--- src/rtl/iseq_pkg.sv ---
package iseq_pkg;

    typedef enum logic [3:0] {
        ST_IDLE,
        ST_DECODE,
        ST_OPERAND,
        ST_DISPATCH,
        ST_RD,
        ST_RDWAIT,
        ST_ALU,
        ST_WAIT,
        ST_WR,
        ST_CTL,
        ST_DONE
    } iseq_state_e;

    typedef enum logic [1:0] {
        CL_INVALID,
        CL_CONTROL,
        CL_ARITH
    } iseq_class_e;

endpackage

--- src/rtl/iseq_lenmap.sv ---
module iseq_lenmap #(
    parameter int LEN_W = 2,
    parameter int CNT_W = 2
) (
    input  logic [LEN_W-1:0] len_i,
    output logic [CNT_W-1:0] cnt_o
);
    // Operand count is the number of set bits in the code, so an
    // unlisted code still terminates with a bounded count.
    logic [CNT_W-1:0] part [LEN_W+1];

    assign part[0] = '0;

    for (genvar g = 0; g < LEN_W; g++) begin : g_bit
        assign part[g+1] = part[g] + CNT_W'(len_i[g]);
    end

    assign cnt_o = part[LEN_W];
endmodule

--- src/rtl/iseq_classify.sv ---
module iseq_classify
    import iseq_pkg::*;
#(
    parameter int OP_W       = 7,
    parameter int ALU_OP_MAX = 47,
    parameter int INVALID_OP = 111
) (
    input  logic [OP_W-1:0] op_i,
    output iseq_class_e     cls_o
);
    localparam logic [OP_W-1:0] ALU_LIMIT = OP_W'(ALU_OP_MAX);
    localparam logic [OP_W-1:0] BAD_CODE  = OP_W'(INVALID_OP);

    always_comb begin
        if (op_i == BAD_CODE) begin
            cls_o = CL_INVALID;
        end else if (op_i <= ALU_LIMIT) begin
            cls_o = CL_ARITH;
        end else begin
            cls_o = CL_CONTROL;
        end
    end
endmodule

--- src/rtl/iseq_opbuf.sv ---
module iseq_opbuf #(
    parameter int DATA_W = 8,
    parameter int SLOTS  = 2,
    parameter int IDX_W  = 1
) (
    input  logic                    clk,
    input  logic                    rst_n,
    input  logic                    clr_i,
    input  logic                    wr_en_i,
    input  logic [IDX_W-1:0]        wr_idx_i,
    input  logic [DATA_W-1:0]       wr_data_i,
    output logic [SLOTS*DATA_W-1:0] slots_o
);
    for (genvar s = 0; s < SLOTS; s++) begin : g_slot
        logic [DATA_W-1:0] byte_d;
        logic [DATA_W-1:0] byte_q;

        always_comb begin
            byte_d = byte_q;
            if (clr_i) begin
                byte_d = '0;
            end else if (wr_en_i && (wr_idx_i == IDX_W'(s))) begin
                byte_d = wr_data_i;
            end
        end

        always_ff @(posedge clk or negedge rst_n) begin
            if (!rst_n) begin
                byte_q <= '0;
            end else begin
                byte_q <= byte_d;
            end
        end

        assign slots_o[s*DATA_W +: DATA_W] = byte_q;
    end
endmodule

--- src/rtl/instr_seq.sv ---
module instr_seq
    import iseq_pkg::*;
#(
    parameter int DATA_W     = 8,
    parameter int OP_W       = 7,
    parameter int LEN_W      = 2,
    parameter int ALU_OP_MAX = 47,
    parameter int INVALID_OP = 111
) (
    input  logic                    clk,
    input  logic                    rst_n,
    input  logic                    cmd_valid,
    input  logic [DATA_W-1:0]       cmd_byte,
    output logic                    cmd_ready,
    output logic [DATA_W-1:0]       dec_byte,
    input  logic [OP_W-1:0]         dec_opcode,
    input  logic [LEN_W-1:0]        dec_len,
    input  logic                    opr_valid,
    input  logic [DATA_W-1:0]       opr_byte,
    output logic                    opr_ready,
    output logic                    mem_rd,
    output logic                    mem_wr,
    output logic [DATA_W-1:0]       mem_addr,
    output logic [DATA_W-1:0]       mem_wdata,
    input  logic [DATA_W-1:0]       mem_rdata,
    output logic                    alu_valid,
    output logic [OP_W-1:0]         alu_op,
    output logic [DATA_W-1:0]       alu_a,
    input  logic                    alu_res_valid,
    input  logic [DATA_W-1:0]       alu_result,
    output logic                    ctl_flag,
    output logic                    done,
    output logic                    err,
    output logic [OP_W-1:0]         cur_opcode,
    output logic [LEN_W-1:0]        cur_len,
    output logic [LEN_W*DATA_W-1:0] opr_bytes
);
    // The largest count a LEN_W-bit code can map to is LEN_W.
    localparam int NUM_OPR = LEN_W;
    localparam int CNT_W   = $clog2(NUM_OPR + 1);
    localparam int IDX_W   = (NUM_OPR > 1) ? $clog2(NUM_OPR) : 1;

    typedef struct packed {
        iseq_state_e       st;
        iseq_class_e       cls;
        logic [OP_W-1:0]   op;
        logic [LEN_W-1:0]  len;
        logic [CNT_W-1:0]  rem;
        logic [IDX_W-1:0]  idx;
        logic [DATA_W-1:0] cmd;
        logic [DATA_W-1:0] rdat;
        logic [DATA_W-1:0] res;
        logic              err;
    } seq_regs_t;

    seq_regs_t   cur_q;
    seq_regs_t   nxt_d;
    logic [CNT_W-1:0] load_cnt;
    iseq_class_e dec_cls;
    logic        buf_clr;
    logic        buf_we;

    iseq_lenmap #(
        .LEN_W (LEN_W),
        .CNT_W (CNT_W)
    ) u_lenmap (
        .len_i (dec_len),
        .cnt_o (load_cnt)
    );

    iseq_classify #(
        .OP_W       (OP_W),
        .ALU_OP_MAX (ALU_OP_MAX),
        .INVALID_OP (INVALID_OP)
    ) u_classify (
        .op_i  (dec_opcode),
        .cls_o (dec_cls)
    );

    iseq_opbuf #(
        .DATA_W (DATA_W),
        .SLOTS  (NUM_OPR),
        .IDX_W  (IDX_W)
    ) u_opbuf (
        .clk       (clk),
        .rst_n     (rst_n),
        .clr_i     (buf_clr),
        .wr_en_i   (buf_we),
        .wr_idx_i  (cur_q.idx),
        .wr_data_i (opr_byte),
        .slots_o   (opr_bytes)
    );

    always_comb begin
        nxt_d   = cur_q;
        buf_clr = 1'b0;
        buf_we  = 1'b0;
        unique case (cur_q.st)
            ST_IDLE: begin
                if (cmd_valid) begin
                    nxt_d.cmd = cmd_byte;
                    nxt_d.err = 1'b0;
                    nxt_d.idx = '0;
                    buf_clr   = 1'b1;
                    nxt_d.st  = ST_DECODE;
                end
            end
            ST_DECODE: begin
                nxt_d.op  = dec_opcode;
                nxt_d.len = dec_len;
                nxt_d.cls = dec_cls;
                nxt_d.rem = load_cnt;
                if (dec_cls == CL_INVALID) begin
                    nxt_d.err = 1'b1;
                    nxt_d.st  = ST_DONE;
                end else if (load_cnt != '0) begin
                    nxt_d.st = ST_OPERAND;
                end else begin
                    nxt_d.st = ST_DISPATCH;
                end
            end
            ST_OPERAND: begin
                if (opr_valid) begin
                    buf_we    = 1'b1;
                    nxt_d.idx = cur_q.idx + IDX_W'(1);
                    nxt_d.rem = cur_q.rem - CNT_W'(1);
                    if (cur_q.rem == CNT_W'(1)) begin
                        nxt_d.st = ST_DISPATCH;
                    end
                end
            end
            ST_DISPATCH: begin
                nxt_d.st = (cur_q.cls == CL_ARITH) ? ST_RD : ST_CTL;
            end
            ST_RD: begin
                nxt_d.st = ST_RDWAIT;
            end
            ST_RDWAIT: begin
                nxt_d.rdat = mem_rdata;
                nxt_d.st   = ST_ALU;
            end
            ST_ALU: begin
                nxt_d.st = ST_WAIT;
            end
            ST_WAIT: begin
                if (alu_res_valid) begin
                    nxt_d.res = alu_result;
                    nxt_d.st  = ST_WR;
                end
            end
            ST_WR: begin
                nxt_d.st = ST_DONE;
            end
            ST_CTL: begin
                nxt_d.st = ST_DONE;
            end
            ST_DONE: begin
                nxt_d.st = ST_IDLE;
            end
            default: begin
                nxt_d.st = ST_IDLE;
            end
        endcase
    end

    always_ff @(posedge clk or negedge rst_n) begin
        if (!rst_n) begin
            cur_q.st   <= ST_IDLE;
            cur_q.cls  <= CL_INVALID;
            cur_q.op   <= OP_W'(INVALID_OP);
            cur_q.len  <= '0;
            cur_q.rem  <= '0;
            cur_q.idx  <= '0;
            cur_q.cmd  <= '0;
            cur_q.rdat <= '0;
            cur_q.res  <= '0;
            cur_q.err  <= 1'b0;
        end else begin
            cur_q <= nxt_d;
        end
    end

    assign cmd_ready  = (cur_q.st == ST_IDLE);
    assign dec_byte   = cur_q.cmd;
    assign opr_ready  = (cur_q.st == ST_OPERAND);
    assign mem_rd     = (cur_q.st == ST_RD);
    assign mem_wr     = (cur_q.st == ST_WR);
    assign mem_addr   = opr_bytes[DATA_W-1:0];
    assign mem_wdata  = cur_q.res;
    assign alu_valid  = (cur_q.st == ST_ALU);
    assign alu_op     = cur_q.op;
    assign alu_a      = cur_q.rdat;
    assign ctl_flag   = (cur_q.st == ST_CTL);
    assign done       = (cur_q.st == ST_DONE);
    assign err        = done && cur_q.err;
    assign cur_opcode = cur_q.op;
    assign cur_len    = cur_q.len;
endmodule

--- config.mk ---
export PLATFORM = sky130hd
export DESIGN_NAME = instr_seq
export DESIGN_NICKNAME = d
export VERILOG_FILES = /design/src/rtl/iseq_pkg.sv /design/src/rtl/iseq_lenmap.sv /design/src/rtl/iseq_classify.sv /design/src/rtl/iseq_opbuf.sv /design/src/rtl/instr_seq.sv
export SDC_FILE = /design/constraint.sdc
export NUM_CORES = 1
export LEC_CHECK = 0
export BUFFER_PORTS_ARGS = -buffer_cell sky130_fd_sc_hd__clkbuf_2
export CAP_MARGIN = 25
export CORE_ASPECT_RATIO = 1.1
export CORE_MARGIN = 3
export CORE_UTILIZATION = 25
export CTS_CLUSTER_DIAMETER = 150
export DETAILED_ROUTE_END_ITERATION = 16
export GPL_ROUTABILITY_DRIVEN = 0
export PLACE_DENSITY = 0.51
export RECOVER_POWER = 25
export SLEW_MARGIN = 15
export SYNTH_ARGS = -nofsm -noshare
export SYNTH_HDL_FRONTEND = slang
export SYNTH_HIERARCHICAL = 1
export SYNTH_SLANG_ARGS = --single-unit
--- constraint.sdc ---
create_clock -name clk -period 2.2 [get_ports clk]
set_clock_uncertainty 0.2 [all_clocks]
set_input_delay 0.55 -clock clk [delete_from_list [all_inputs] [get_ports clk]]
set_output_delay 0.55 -clock clk [all_outputs]
set_load 0.01 [all_outputs]
# Word-level counts from Yosys, hierarchy flattened
# Index checks and enable logic that the tools add are counted.
# Widths: inputs -> output; s select.
[totals]
register_bits = 59
elab_cells = 78
in_bits = 46
output_inout_bits = 72
[op_classes]
eq_ne = 18
reduce_logical = 18
bitwise = 1
magnitude_cmp = 1
n_addsub = 3
muxes = 25
[op_table]
columns = ["operator", "n"]
rows = [
  ["$pmux 4 s9", 1],
  ["$mux 8", 4],
  ["$mux 4", 6],
  ["$eq 4x3->1 const B", 4],
  ["$eq 4x4->1 const B", 3],
  ["$reduce_bool 2->1", 6],
  ["$mux 9", 1],
  ["$eq 4x2->1 const B", 2],
  ["$ne 2x2->1 const B", 4],
  ["$eq 7x7->1 const B", 1],
  ["$le 7x6->1 const B", 1],
  ["$mux 1", 7],
  ["$reduce_and 2->1", 3],
  ["$reduce_and 3->1", 2],
  ["$eq 4x1->1 const B", 1],
  ["$logic_not 4->1", 1],
  ["$mux 2", 2],
  ["$pmux 1 s2", 2],
  ["$pmux 2 s2", 1],
  ["$reduce_and 4->1", 1],
  ["$logic_and 1x1->1", 3],
  ["$mux 3", 1],
  ["$add 1x1->2", 1],
  ["$eq 2x1->1 const B", 1],
  ["7 further kinds", 7],
]

# Depth between registers and ports, before layout
[depth]
ltp_word = 6
ltp_mapped = 8
ltp_nobuf = 6

# By module
# The synthesis kept the hierarchy.
[modules_own_cells]
columns = ["module", "n_inst", "seq_area_each_um2", "cells_per_inst", "area_each_um2"]
rows = [
  ["instr_seq", 1, 1083.5, 196, 2275.9],
  ["iseq_opbuf", 1, 400.4, 63, 763.2],
  ["iseq_classify", 1, 0.0, 5, 27.5],
  ["iseq_lenmap", 1, 0.0, 1, 12.5],
]

# Worst setup path after synthesis
# No wires, ideal clock.
[synth_timing]
path_kind = "register to register"
from = "register cur_q[41] (netlist bit)"
to = "register u_opbuf.g_slot[0].byte_q[1]"
required_ns = 1.921
path_stages_with_launch = 8
slack_ns = 0.175
setup_ns = 0.079
period_less_slack_ns = 2.025
n_path_buf = 2
arrival_time_ns = 1.745
path_cell_list = "dfrtp_1 -> buf_2 -> nor4b_2 -> nand2_1 -> inv_1 -> nor2b_4 -> buf_6 -> mux2i_1"
[synth_via]
elab_chain_len = 4
elab_cells_between_ends = 7
cone_classes = "1 x eq/ne; 3 x mux; 3 x reduce/logical"
[synth_rtl]
columns = ["element", "line_no", "source"]
rows = [
  ["start: declaration", "instr_seq.sv:56", "seq_regs_t cur_q;"],
  ["start signal: assignment", "instr_seq.sv:179", "cur_q <= nxt_d;"],
  ["$eq 4x2->1", "n/a", ""],
  ["via opr_ready", "instr_seq.sv:20", "output logic opr_ready,"],
  ["$mux 1", "instr_seq.sv:98", "unique case (cur_q.st)"],
  ["via buf_we", "instr_seq.sv:61", "logic buf_we;"],
  ["$logic_and 1x1->1", "iseq_opbuf.sv:22", "end else if (wr_en_i && (wr_idx_i == IDX_W'(s))) begin"],
  ["$reduce_bool 2->1 (no line)", "n/a", ""],
  ["end signal: assignment", "iseq_opbuf.sv:31", "byte_q <= byte_d;"],
  ["end: declaration", "iseq_opbuf.sv:16", "logic [DATA_W-1:0] byte_q;"],
]
# The timed path passes the listed nets, and every way through them passes these cells.
# A chain may end at the register's enable or synchronous reset.

# Worst setup path after layout
[layout_timing]
from = "register cur_q[39] (netlist bit)"
to = "output port opr_ready"
[layout_via]
elab_chain_len = 1
[layout_rtl]
columns = ["element", "line_no", "source"]
rows = [
  ["$eq 4x2->1", "instr_seq.sv:185", "assign opr_ready = (cur_q.st == ST_OPERAND);"],
  ["end: declaration", "instr_seq.sv:20", ""],
]
# No other way between the ends.

==> reports/metrics.cfg <==
[clocking]
cts_buffers = 9
cts_sinks = 59
cts_tree = built
worst_skew_pair.late_latency_ps = 330
h-tree-depth = 3
cts_root_buf = clkbuf_16
clock_path_buffers = 2
clk_pin_slew_ps = 50

[timing]
rsz0062_at_grt = false
timing.setup.tns_ps = 0
worst_pin_slew_ps = 1345
hold_viol = 0
fmax_mhz = 464.6
setup_violations = 0
finalMaxSlewViolations = 0
min_period_ps = 2153
post-route-period-util_pct = 97.84
slew_headroom_pct = 10.35
fin_ws_ps = 47.49

[route]
viasPerCell = 4.181
drt_iter0_drc = 95
final_antenna_net_count = 0
wl_per_cell_um = 13.64
drc = 0
first_pass_iters = 4
vias = 2124
wl_um = 6929

[pwr]
powerDensity_mw_per_mm2 = 1467
fin_total_pwr_w = 0.005694
p_leak_nw = 2.027
irDropWorstVdd_mv = 0.3910

[critical_path]
worstPathArrival_ps = 1400
max_stage_delay_ps = 410
start_kind = flop
cp_slowest_cell = dfrtp_2
crit_path_max_fanout = 4
crit_type = reg -> out
crit_top_cell = buf_4
cp-end-kind = output port
worstPathRequired_ps = 1450
cp_cell_sequence = buf_4 > nor4b_4 > buf_4 > buf_6
reg2reg_setup_slack_ps = 160

[cells_and_area]
drive_above_1_share_pct = 56.42
final-seq-area_mm2 = 0.001489
n_antenna_cell = 0
layout-area-overhead-vs-synth_pct = 26.09
nFillCells = 1185
multi_input_area_mm2 = 0.001171
final_area_mm2 = 0.003882
layout.nets = 401

[floorplanning]
core.rowCount = 41
die_w_um = 111.8
initial_core_util_pct = 26.21
boundaryPins = 118
die_y_um = 122.4
die_area_mm2 = 0.01369
core_mm2 = 0.01175

[placed_design]
post-place-ws_ps = 154.3
placed_area_mm2 = 0.003465
dp_hpwl_um = 4937
portBuffers = 117

[global_route]
grt_pass1_vias = 2141
grt_util_all_layers_pct = 10.25
grt_pass1_wl_um = 10960
grt.overflow.total = 0
grt_max_degree = 60
antenna_found_initial = 0

[yosys]
synth.area.mux_share_pct = 18.20
synth_compound_area_share_pct = 3.535
synth_ff_type = dfrtp_1
avgSynthCellArea_um2 = 11.62
synth-async-reset-ratio_pct = 100.0
synthXorXnorAreaFrac_pct = 0
synth_edf_count = 0
synth_top_family_by_area = multiplexers
netlist_instances = 265
synth_fp_nets = 313
yosys_warnings = 6
synth_adder_area_share_pct = 0.8127
ys_ff_latch = 59
syn_area_mm2 = 0.003079
yosys.area_share.simple_pct = 14.30
seq_area_frac_synth_pct = 48.19
yosysUniqueCellTypes = 38

[status]
status = completed

[job]
cap_viol_max_count = 0

[min_path]
worstHoldPathType = in -> reg

==> cells in the mapped netlist (all sizes together), types with 2 or more instances <==
cell | instances | area (um^2)
nor2 | 11 | 43.80
or2b | 2 | 15.01
dfrtp | 53 | 1326
ha | 2 | 25.02
a31oi | 3 | 18.77
nand2b | 29 | 188.9
buf | 57 | 441.7
nor2b | 3 | 26.27
inv | 4 | 15.01
and2 | 3 | 18.77
a21oi | 5 | 25.02
nand2 | 15 | 61.31
nor3 | 4 | 20.02
dfstp | 6 | 157.7
mux2i | 17 | 170.2
o21ai | 4 | 20.02
or3 | 3 | 18.77
mux2 | 33 | 390.4
==> layout by cell type, fill, tap and decap left out, types with 4 or more instances in the layout <==
| master | n |
|---|---|
| clkbuf_2 | 114 |
| dfrtp_1 | 49 |
| mux2_2 | 28 |
| nand2b_1 | 26 |
| mux2i_1 | 17 |
| buf_4 | 15 |
| nand2_1 | 13 |
| nor2_1 | 9 |
| clkbuf_16 | 9 |
| dfstp_2 | 6 |
| mux2_4 | 5 |
| a21oi_1 | 5 |
| inv_1 | 4 |
| o21ai_0 | 4 |
| clkbuf_8 | 4 |
| dfrtp_2 | 4 |
| buf_2 | 4 |
==> stage by stage <==
step | util (%) | instances | hold slack, ps
2_1_floorplan | - | 265 | 54.41
3_3_place_gp | 29.49 | 480 | 251.2
3_5_place_dp | 29.49 | 480 | 262.3
4_1_cts | 32.42 | 500 | 29.75
5_1_grt | 33.05 | 508 | 243.1
6_report | 33.05 | 508 | 253.0
==> report_power, final <==
part	total, W	internal, W	switching [W]
logic	0.00240	0.00124	0.00116
clock network	0.00135	0.000883	0.000466
registers	0.00195	0.00162	0.000328
total	0.00569	0.00374	0.00196
==> critical path: cells and delay by family, from the launching register on <==
family        cells  cell delay (ps)
simple gates      1              260
flops             1              410
buf+inv           3              400
==> flip-flops by register name, indices dropped and copies added (netlist names) <==
signal                 cells
u_opbuf/g_slot.byte_q     16
alu_a                      8
dec_byte                   8
alu_op                     7
cur_q                     10
mem_wdata                  8
cur_len                    2
==> cell type report <==
cell class | instances | share of cell area [%]
Sequential cell | 59 | 38.35
Multi-Input combinational cell | 144 | 30.16
Timing Repair Buffer | 135 | 18.72
Clock buffer | 15 | 7.412
Tap cell | 150 | 4.834
Inverter | 4 | 0.3867
Clock inverter | 1 | 0.1289
==> metal layers <==
metal	share of wire (%)	GRT usage, %
met1	43	12.68
met2	47	15.93
met3	8.0	3.797
met4	1.8	4.791
met5	0	0
==> timing repair <==
action / in CTS / in global routing
setup endpoints to repair: 6 / 7
gates resized for setup: 7 / 9
pin swaps: 0 / 3
hold buffers: 0 / 0
buffers inserted: 4 / 8
==> kinds of logic after synthesis <==
| logic type | Yosys count |
|---|---|
| compound gates | 18 |
| fa+ha+maj | 2 |
| mux | 50 |
| simple gates | 74 |
| flops | 59 |
| buf+inv | 62 |
==> worst paths after layout <==
kind	cells past startpoint	endpoint	from
min	2	mem_wdata[3]	alu_result[3]
max reg2reg	5	cur_q[26]	cur_q[40]
max	4	opr_ready	cur_q[39]
min reg2reg	2	cur_q[38]	cur_q[38]
max in group asynchronous	2	cur_q[41]	rst_n
min in group asynchronous	2	mem_wdata[4]	rst_n
(Power assumes the default switching activity.)
